**config.mk**
```make
export PLATFORM = sky130hd
export DESIGN_NAME = adcbus_host
export DESIGN_NICKNAME = d
export VERILOG_FILES = /design/src/rtl/adcbus_pkg.sv /design/src/rtl/adcbus_tick.sv /design/src/rtl/adcbus_seq.sv /design/src/rtl/adcbus_capture.sv /design/src/rtl/adcbus_host.sv
export SDC_FILE = /design/constraint.sdc
export NUM_CORES = 1
export LEC_CHECK = 0
export BUFFER_PORTS_ARGS = -buffer_cell sky130_fd_sc_hd__buf_4
export CAP_MARGIN = 20
export CORE_ASPECT_RATIO = 1.4
export CORE_MARGIN = 4
export CORE_UTILIZATION = 59
export DETAILED_ROUTE_END_ITERATION = 6
export PLACE_DENSITY = 0.95
export SLEW_MARGIN = 20
export SYNTH_ARGS = -nofsm -noshare
export SYNTH_HDL_FRONTEND = slang
export SYNTH_SLANG_ARGS = --single-unit
export TNS_END_PERCENT = 1
```
**constraint.sdc**
```tcl
create_clock -name clk -period 5.3 [get_ports clk]
set_clock_uncertainty 0.1 [all_clocks]
set_input_delay 1.59 -clock clk [delete_from_list [all_inputs] [get_ports clk]]
set_output_delay 1.59 -clock clk [all_outputs]
set_load 0.01 [all_outputs]
```
**src/rtl/adcbus_pkg.sv**
```systemverilog
package adcbus_pkg;

    localparam int unsigned ACQ_SEL_BIT = 5;

    typedef enum logic [3:0] {
        ST_IDLE,
        ST_WSET,
        ST_WLOW,
        ST_WHOLD,
        ST_ACQ,
        ST_WAIT,
        ST_RDLO,
        ST_GAP,
        ST_RDHI,
        ST_DONE,
        ST_FAIL
    } seq_state_e;

    typedef struct packed {
        logic cs_n;
        logic wr_n;
        logic rd_n;
        logic hsel;
        logic drive;
    } bus_ctl_t;

    function automatic int unsigned ns_to_cycles(int unsigned ns, int unsigned period_ps);
        return (ns * 1000 + period_ps - 1) / period_ps;
    endfunction

    function automatic int unsigned max2(int unsigned a, int unsigned b);
        return (a > b) ? a : b;
    endfunction

endpackage

```
**src/rtl/adcbus_tick.sv**
```systemverilog
module adcbus_tick #(
    parameter int unsigned CW = 16
) (
    input  logic          clk,
    input  logic          rst,
    input  logic          load_i,
    input  logic [CW-1:0] load_val_i,
    output logic          zero_o
);
    logic [CW-1:0] cnt_q;

    always_ff @(posedge clk) begin
        if (rst) begin
            cnt_q <= '0;
        end else if (load_i) begin
            cnt_q <= load_val_i;
        end else if (cnt_q != '0) begin
            cnt_q <= cnt_q - 1'b1;
        end
    end

    assign zero_o = (cnt_q == '0);
endmodule

```
**src/rtl/adcbus_seq.sv**
```systemverilog
module adcbus_seq
    import adcbus_pkg::*;
#(
    parameter int unsigned CW   = 16,
    parameter int unsigned SU   = 1,
    parameter int unsigned WL   = 1,
    parameter int unsigned RDW  = 1,
    parameter int unsigned GAPC = 1
) (
    input  logic          clk,
    input  logic          rst,
    input  logic          start_i,
    input  logic [7:0]    cfg_i,
    input  logic [CW-1:0] acq_len_i,
    input  logic [CW-1:0] timeout_i,
    input  logic          int_n_i,
    input  logic          zero_i,
    output logic          load_o,
    output logic [CW-1:0] load_val_o,
    output logic          cap_lo_o,
    output logic          cap_hi_o,
    output bus_ctl_t      ctl_o,
    output logic [7:0]    wbyte_o,
    output logic          busy_o,
    output logic          done_o,
    output logic          fail_o
);
    localparam logic [CW-1:0] SU_L  = CW'(SU - 1);
    localparam logic [CW-1:0] WL_L  = CW'(WL - 1);
    localparam logic [CW-1:0] RDW_L = CW'(RDW - 1);
    localparam logic [CW-1:0] GAP_L = CW'(GAPC - 1);
    localparam logic [7:0]    ACQ_CLR = ~(8'd1 << ACQ_SEL_BIT);

    seq_state_e    st_q, st_d;
    logic [7:0]    cfg_q;
    logic [CW-1:0] acq_q, to_q;
    logic          second_q;

    function automatic logic [CW-1:0] less_one(logic [CW-1:0] v);
        return (v == '0) ? '0 : v - 1'b1;
    endfunction

    always_ff @(posedge clk) begin
        if (rst) begin
            st_q     <= ST_IDLE;
            cfg_q    <= '0;
            acq_q    <= '0;
            to_q     <= '0;
            second_q <= 1'b0;
        end else begin
            st_q <= st_d;
            if (st_q == ST_IDLE && start_i) begin
                cfg_q    <= cfg_i;
                acq_q    <= acq_len_i;
                to_q     <= timeout_i;
                second_q <= 1'b0;
            end
            if (st_q == ST_ACQ && zero_i) begin
                second_q <= 1'b1;
            end
        end
    end

    always_comb begin
        st_d       = st_q;
        load_o     = 1'b0;
        load_val_o = '0;
        cap_lo_o   = 1'b0;
        cap_hi_o   = 1'b0;
        case (st_q)
            ST_IDLE: if (start_i) begin
                st_d = ST_WSET; load_o = 1'b1; load_val_o = SU_L;
            end
            ST_WSET: if (zero_i) begin
                st_d = ST_WLOW; load_o = 1'b1; load_val_o = WL_L;
            end
            ST_WLOW: if (zero_i) st_d = ST_WHOLD;
            ST_WHOLD: begin
                load_o = 1'b1;
                if (cfg_q[ACQ_SEL_BIT] && !second_q) begin
                    st_d = ST_ACQ; load_val_o = less_one(acq_q);
                end else begin
                    st_d = ST_WAIT; load_val_o = less_one(to_q);
                end
            end
            ST_ACQ: if (zero_i) begin
                st_d = ST_WSET; load_o = 1'b1; load_val_o = SU_L;
            end
            ST_WAIT: begin
                if (!int_n_i) begin
                    st_d = ST_RDLO; load_o = 1'b1; load_val_o = RDW_L;
                end else if (zero_i) begin
                    st_d = ST_FAIL;
                end
            end
            ST_RDLO: if (zero_i) begin
                st_d = ST_GAP; load_o = 1'b1; load_val_o = GAP_L; cap_lo_o = 1'b1;
            end
            ST_GAP: if (zero_i) begin
                st_d = ST_RDHI; load_o = 1'b1; load_val_o = RDW_L;
            end
            ST_RDHI: if (zero_i) begin
                st_d = ST_DONE; cap_hi_o = 1'b1;
            end
            ST_DONE: st_d = ST_IDLE;
            ST_FAIL: st_d = ST_IDLE;
            default: st_d = ST_IDLE;
        endcase
    end

    always_comb begin
        ctl_o.cs_n  = !(st_q inside {ST_WSET, ST_WLOW, ST_WHOLD, ST_WAIT, ST_RDLO, ST_RDHI});
        ctl_o.wr_n  = (st_q != ST_WLOW);
        ctl_o.rd_n  = !(st_q inside {ST_RDLO, ST_RDHI});
        ctl_o.hsel  = (st_q inside {ST_GAP, ST_RDHI});
        ctl_o.drive = (st_q inside {ST_WSET, ST_WLOW, ST_WHOLD});
    end

    assign wbyte_o = !ctl_o.drive ? 8'h00 : (second_q ? (cfg_q & ACQ_CLR) : cfg_q);
    assign busy_o  = (st_q != ST_IDLE);
    assign done_o  = (st_q == ST_DONE);
    assign fail_o  = (st_q == ST_FAIL);
endmodule

```
**src/rtl/adcbus_capture.sv**
```systemverilog
module adcbus_capture (
    input  logic        clk,
    input  logic        rst,
    input  logic        cap_lo_i,
    input  logic        cap_hi_i,
    input  logic [7:0]  d_i,
    output logic [11:0] res_o
);
    logic [7:0] lo_q;

    always_ff @(posedge clk) begin
        if (rst) begin
            lo_q  <= '0;
            res_o <= '0;
        end else begin
            if (cap_lo_i) lo_q <= d_i;
            if (cap_hi_i) res_o <= {d_i[3:0], lo_q};
        end
    end
endmodule

```
**src/rtl/adcbus_host.sv**
```systemverilog
module adcbus_host
    import adcbus_pkg::*;
#(
    parameter int unsigned CLK_PS = 8000,
    parameter int unsigned CW     = 16
) (
    input  logic          clk,
    input  logic          rst,
    input  logic          start_i,
    input  logic [7:0]    cfg_i,
    input  logic [CW-1:0] acq_len_i,
    input  logic [CW-1:0] timeout_i,
    input  logic          int_n_i,
    input  logic [7:0]    d_i,
    output logic          cs_n_o,
    output logic          wr_n_o,
    output logic          rd_n_o,
    output logic          hben_o,
    output logic [7:0]    d_o,
    output logic          d_oe_o,
    output logic          busy_o,
    output logic [11:0]   res_o,
    output logic          res_valid_o,
    output logic          timeout_err_o
);
    localparam int unsigned C40   = ns_to_cycles(40, CLK_PS);
    localparam int unsigned C60   = ns_to_cycles(60, CLK_PS);
    localparam int unsigned C100  = ns_to_cycles(100, CLK_PS);
    localparam int unsigned SU    = max2(max2(C60, C40), 1);
    localparam int unsigned WL_CS = (C100 > SU + 1) ? (C100 - SU - 1) : 1;
    localparam int unsigned WL    = max2(max2(C60, WL_CS), 1);
    localparam int unsigned RDW   = C100 + 1;
    localparam int unsigned GAPC  = max2(C40, 1);

    logic          load, zero, cap_lo, cap_hi;
    logic [CW-1:0] load_val;
    bus_ctl_t      ctl;

    adcbus_tick #(.CW(CW)) u_tick (
        .clk(clk), .rst(rst), .load_i(load), .load_val_i(load_val), .zero_o(zero)
    );

    adcbus_seq #(.CW(CW), .SU(SU), .WL(WL), .RDW(RDW), .GAPC(GAPC)) u_seq (
        .clk(clk), .rst(rst), .start_i(start_i), .cfg_i(cfg_i),
        .acq_len_i(acq_len_i), .timeout_i(timeout_i), .int_n_i(int_n_i),
        .zero_i(zero), .load_o(load), .load_val_o(load_val),
        .cap_lo_o(cap_lo), .cap_hi_o(cap_hi), .ctl_o(ctl), .wbyte_o(d_o),
        .busy_o(busy_o), .done_o(res_valid_o), .fail_o(timeout_err_o)
    );

    adcbus_capture u_cap (
        .clk(clk), .rst(rst), .cap_lo_i(cap_lo), .cap_hi_i(cap_hi),
        .d_i(d_i), .res_o(res_o)
    );

    assign cs_n_o = ctl.cs_n;
    assign wr_n_o = ctl.wr_n;
    assign rd_n_o = ctl.rd_n;
    assign hben_o = ctl.hsel;
    assign d_oe_o = ctl.drive;
endmodule

```
==> impl_metrics.csv <==
group,metric,value,unit
synth,ys_warn_count,0,
pwr,powerDensity,534.9,mW/mm^2
die,die_h,109.4,microns
routing,via_per_inst,5.996,
critical_path,cp-end-kind,"output pin",
outcome,outcome,"finished clean",
clock_network,cts_resized,0,
routing,wire_per_inst,15.93,microns
cells_and_area,synthToLayoutAreaGrowth,18.33,%
sta,worstMarginPinSlew,1041,ps
clock_network,cts_tree,"built",
placement,place.gp.congestion,0.9862,
die,dieArea,0.008800,sq mm
job,cap_violations,0,
synth,synth_area,0.004334,sq mm
sta,clock.fmax,257.5,MHz
synth,synth_edf_count,0,
sta,relSlewSlack,0.3003,
critical_path,critPathLaunchType,"register",
cells_and_area,num-fill-cells,558,
cells_and_area,multiInputGateArea,0.002537,sq mm
routing,drt-total-wl,11250,microns
synth,synthFlopType,"dfxtp_1",
cells_and_area,seqCellArea,0.001622,sq mm
die,die_w,80.44,microns
die,num_rows,36,
clock_network,clock_sinks,81,
sta,rsz0062_at_grt,"false",
die,io_pins,80,
pwr,p_clk_frac,0.162,
routing,drc,0,
pwr,p_seq_frac,0.336,
routing,final_antenna_net_count,0,
cells_and_area,diodes,0,
routing,drt_iter0_drc,267,
pwr,swShare,0.4431,
clock_network,ctsHoldBuffers,0,
pwr,power.leakage,2.072,nW
cells_and_area,layout_common_cells,"nand2_1 (114), buf_4 (81), dfxtp_1 (81)",
routing,firstDrtPassIters,5,
global_route,grt_max_degree,67,
pwr,p_int,1.528,mW
placement,io_buffers,79,
sta,fin_crit_sh,0.7328,
critical_path,crit_type,"register to output pin",
clock_network,numCtsBuffers,9,
global_route,grt_pass1_wl,18400,microns
synth,synth-seq-area-share,0.3741,
pwr,switchingPower,1.216,mW
global_route,grt_overflow_total,0,
synth,synth_seq_cells,81,
sta,setup-violations-final,0,
cells_and_area,layout-drive-gt1-share,0.1784,
sta,hold_viol,0,
sta,maxSlewViolCount,0,
hold_path,min_from,"u_cap.lo_q[4]$_SDFFE_PP0N_",
synth,syn_avg_cell_area,7.953,sq um
sta,finalSetupTns,0,ps
cells_and_area,final_net_count,661,
clock_network,cts_root_buffer,"clkbuf_8",
global_route,grt_pass1_vias,4045,
routing,vias,4233,
global_route,antenna_found_initial,0,
cells_and_area,final_common_cell,"nand2_1",
synth,synth_nets,600,
pwr,pwr-share-comb,0.503,
critical_path,cp.arrival,2190,ps
global_route,track_usage,0.2651,
clock_network,clockBufferDepth,2,
sta,period_minus_slack,3884,ps
clock_network,post_cts_buffers,0,
critical_path,critPathRequiredTime,3610,ps
die,initial_core_util,0.6129,
critical_path,r2r_start,"u_seq.st_q[1]$_SDFFE_PP0P_",
hold_path,min_path_type,"register to register",
synth,async_reset_ff_frac,0,
pwr,peakVddDrop,0.3046,mV
clock_network,h-tree-depth,3,
clock_network,clkLatencyLatePin,380,ps
synth,synthDistinctLibCells,60,
clock_network,clkTransAtPathRegs,100,ps
critical_path,critPathLaunch,"u_seq.st_q[1]$_SDFFE_PP0P_",
placement,dp_hpwl,8231,microns
synth,netlist_instances,545,
cells_and_area,final_util,0.7252,
critical_path,crit_fanout,27,
die,fp.coreArea,0.007072,sq mm
==> worst max-delay path: stages, from the launching register on <==
cell     delay [ps]
dfxtp_1         870
nor2_1          150
nor3_1          470
and2_1          210
buf_4           120
==> Yosys cell counts, types with 2 or more instances <==
master    count  area [sq um]
nand2_1     114         427.9
dfxtp_1      81          1622
a21oi_1      59         295.3
nor2_1       30         112.6
clkbuf_1     27         101.4
xnor2_1      24         210.2
mux2i_1      17         170.2
inv_1        13         48.80
nor3_1       13         65.06
nand3_1      11         55.05
o22ai_1      11         68.82
and2_1       10         62.56
nor4_1        9         56.30
o21ai_0       9         45.04
nand4_1       8         50.05
xor2_1        8         70.07
a22oi_1       6         45.04
nand4b_1      6         52.55
or3_1         6         37.54
nand2b_1      5         31.28
nor3b_1       5         37.54
a21o_1        4         30.03
a311oi_1      4         35.03
and4_1        4         35.03
o311a_1       4         40.04
o31ai_1       4         30.03
a31oi_1       3         18.77
ha_1          3         37.54
nor2b_1       3         18.77
o21a_1        3         22.52
o32ai_1       3         26.28
a211oi_1      2         15.01
a31oi_4       2         42.54
and3_1        2         12.51
and4b_1       2         20.02
buf_2         2         10.01
nor4_2        2         25.02
o211a_1       2         20.02
o31a_1        2         17.52
or3b_2        2         17.52
==> power groups by stage <==
stage / logic (mW) / clock network [mW] / registers (mW)
2_1_floorplan: 1.12 / 0 / 0.848
3_3_place_gp: 1.32 / 0 / 0.919
3_5_place_dp: 1.36 / 0 / 0.930
4_1_cts: 1.37 / 0.448 / 0.916
5_1_grt: 1.51 / 0.470 / 0.944
6_report: 1.38 / 0.443 / 0.921
==> worst paths after layout <==
path                                                endpoint  slack, ps  cells past startpoint
worst max-delay path                                  d_o[6]       1420                      4
worst min-delay path              u_cap.lo_q[4]$_SDFFE_PP0N_        350                      2
worst max register to register  u_tick.cnt_q[1]$_SDFFE_PP0P_       2440                      5
worst min register to register    u_cap.lo_q[4]$_SDFFE_PP0N_        350                      2
==> cell type report <==
| class | instances | share of cell area |
|---|---|---|
| timing repair buffer | 81 | 0.1186 |
| clock buffer | 9 | 0.02415 |
| inverter | 13 | 0.009515 |
| multi-input combinational | 420 | 0.4948 |
| clock inverter | 7 | 0.01366 |
| sequential | 81 | 0.3162 |
| tap | 95 | 0.02318 |
==> sequential cells by signal, summed over array words and instances (netlist names) <==
| signal | cells |
|---|---|
| u_tick.cnt_q | 16 |
| u_seq.second_q | 1 |
| u_cap.lo_q | 8 |
| u_seq.cfg_q | 8 |
| u_seq.acq_q | 16 |
| u_cap.res_o | 12 |
| u_seq.to_q | 16 |
| u_seq.st_q | 4 |
==> logic make-up after synthesis <==
kind of cell	after synthesis	share of synthesized area
simple gates	240	0.2777
compound gates	127	0.1926
flops	81	0.3741
buf+inv	44	0.04042
xor+xnor	32	0.06467
mux	18	0.04186
fa+ha+maj	3	0.008661
==> through the flow <==
step	setup slack (ps)	hold WS (ps)	area (sq um)	power (mW)	instances
2_1_floorplan	1826	331.2	4334	1.968	545
3_3_place_gp	1663	338.2	4935	2.237	690
3_5_place_dp	1597	344.6	4935	2.285	690
4_1_cts	1440	357.0	5129	2.733	706
5_1_grt	1185	372.1	5129	2.928	706
6_report	1416	353.2	5129	2.743	706
==> per-layer routing <==
metal  share of wire  up-vias  track usage
met2            0.53      149       0.4698
met1            0.39     1990       0.3052
li1                -     2064            -
met3           0.054       30      0.04344
met5               0        -            0
met4           0.032        0       0.1316
No activity file was read; power rests on OpenSTA's default activity.
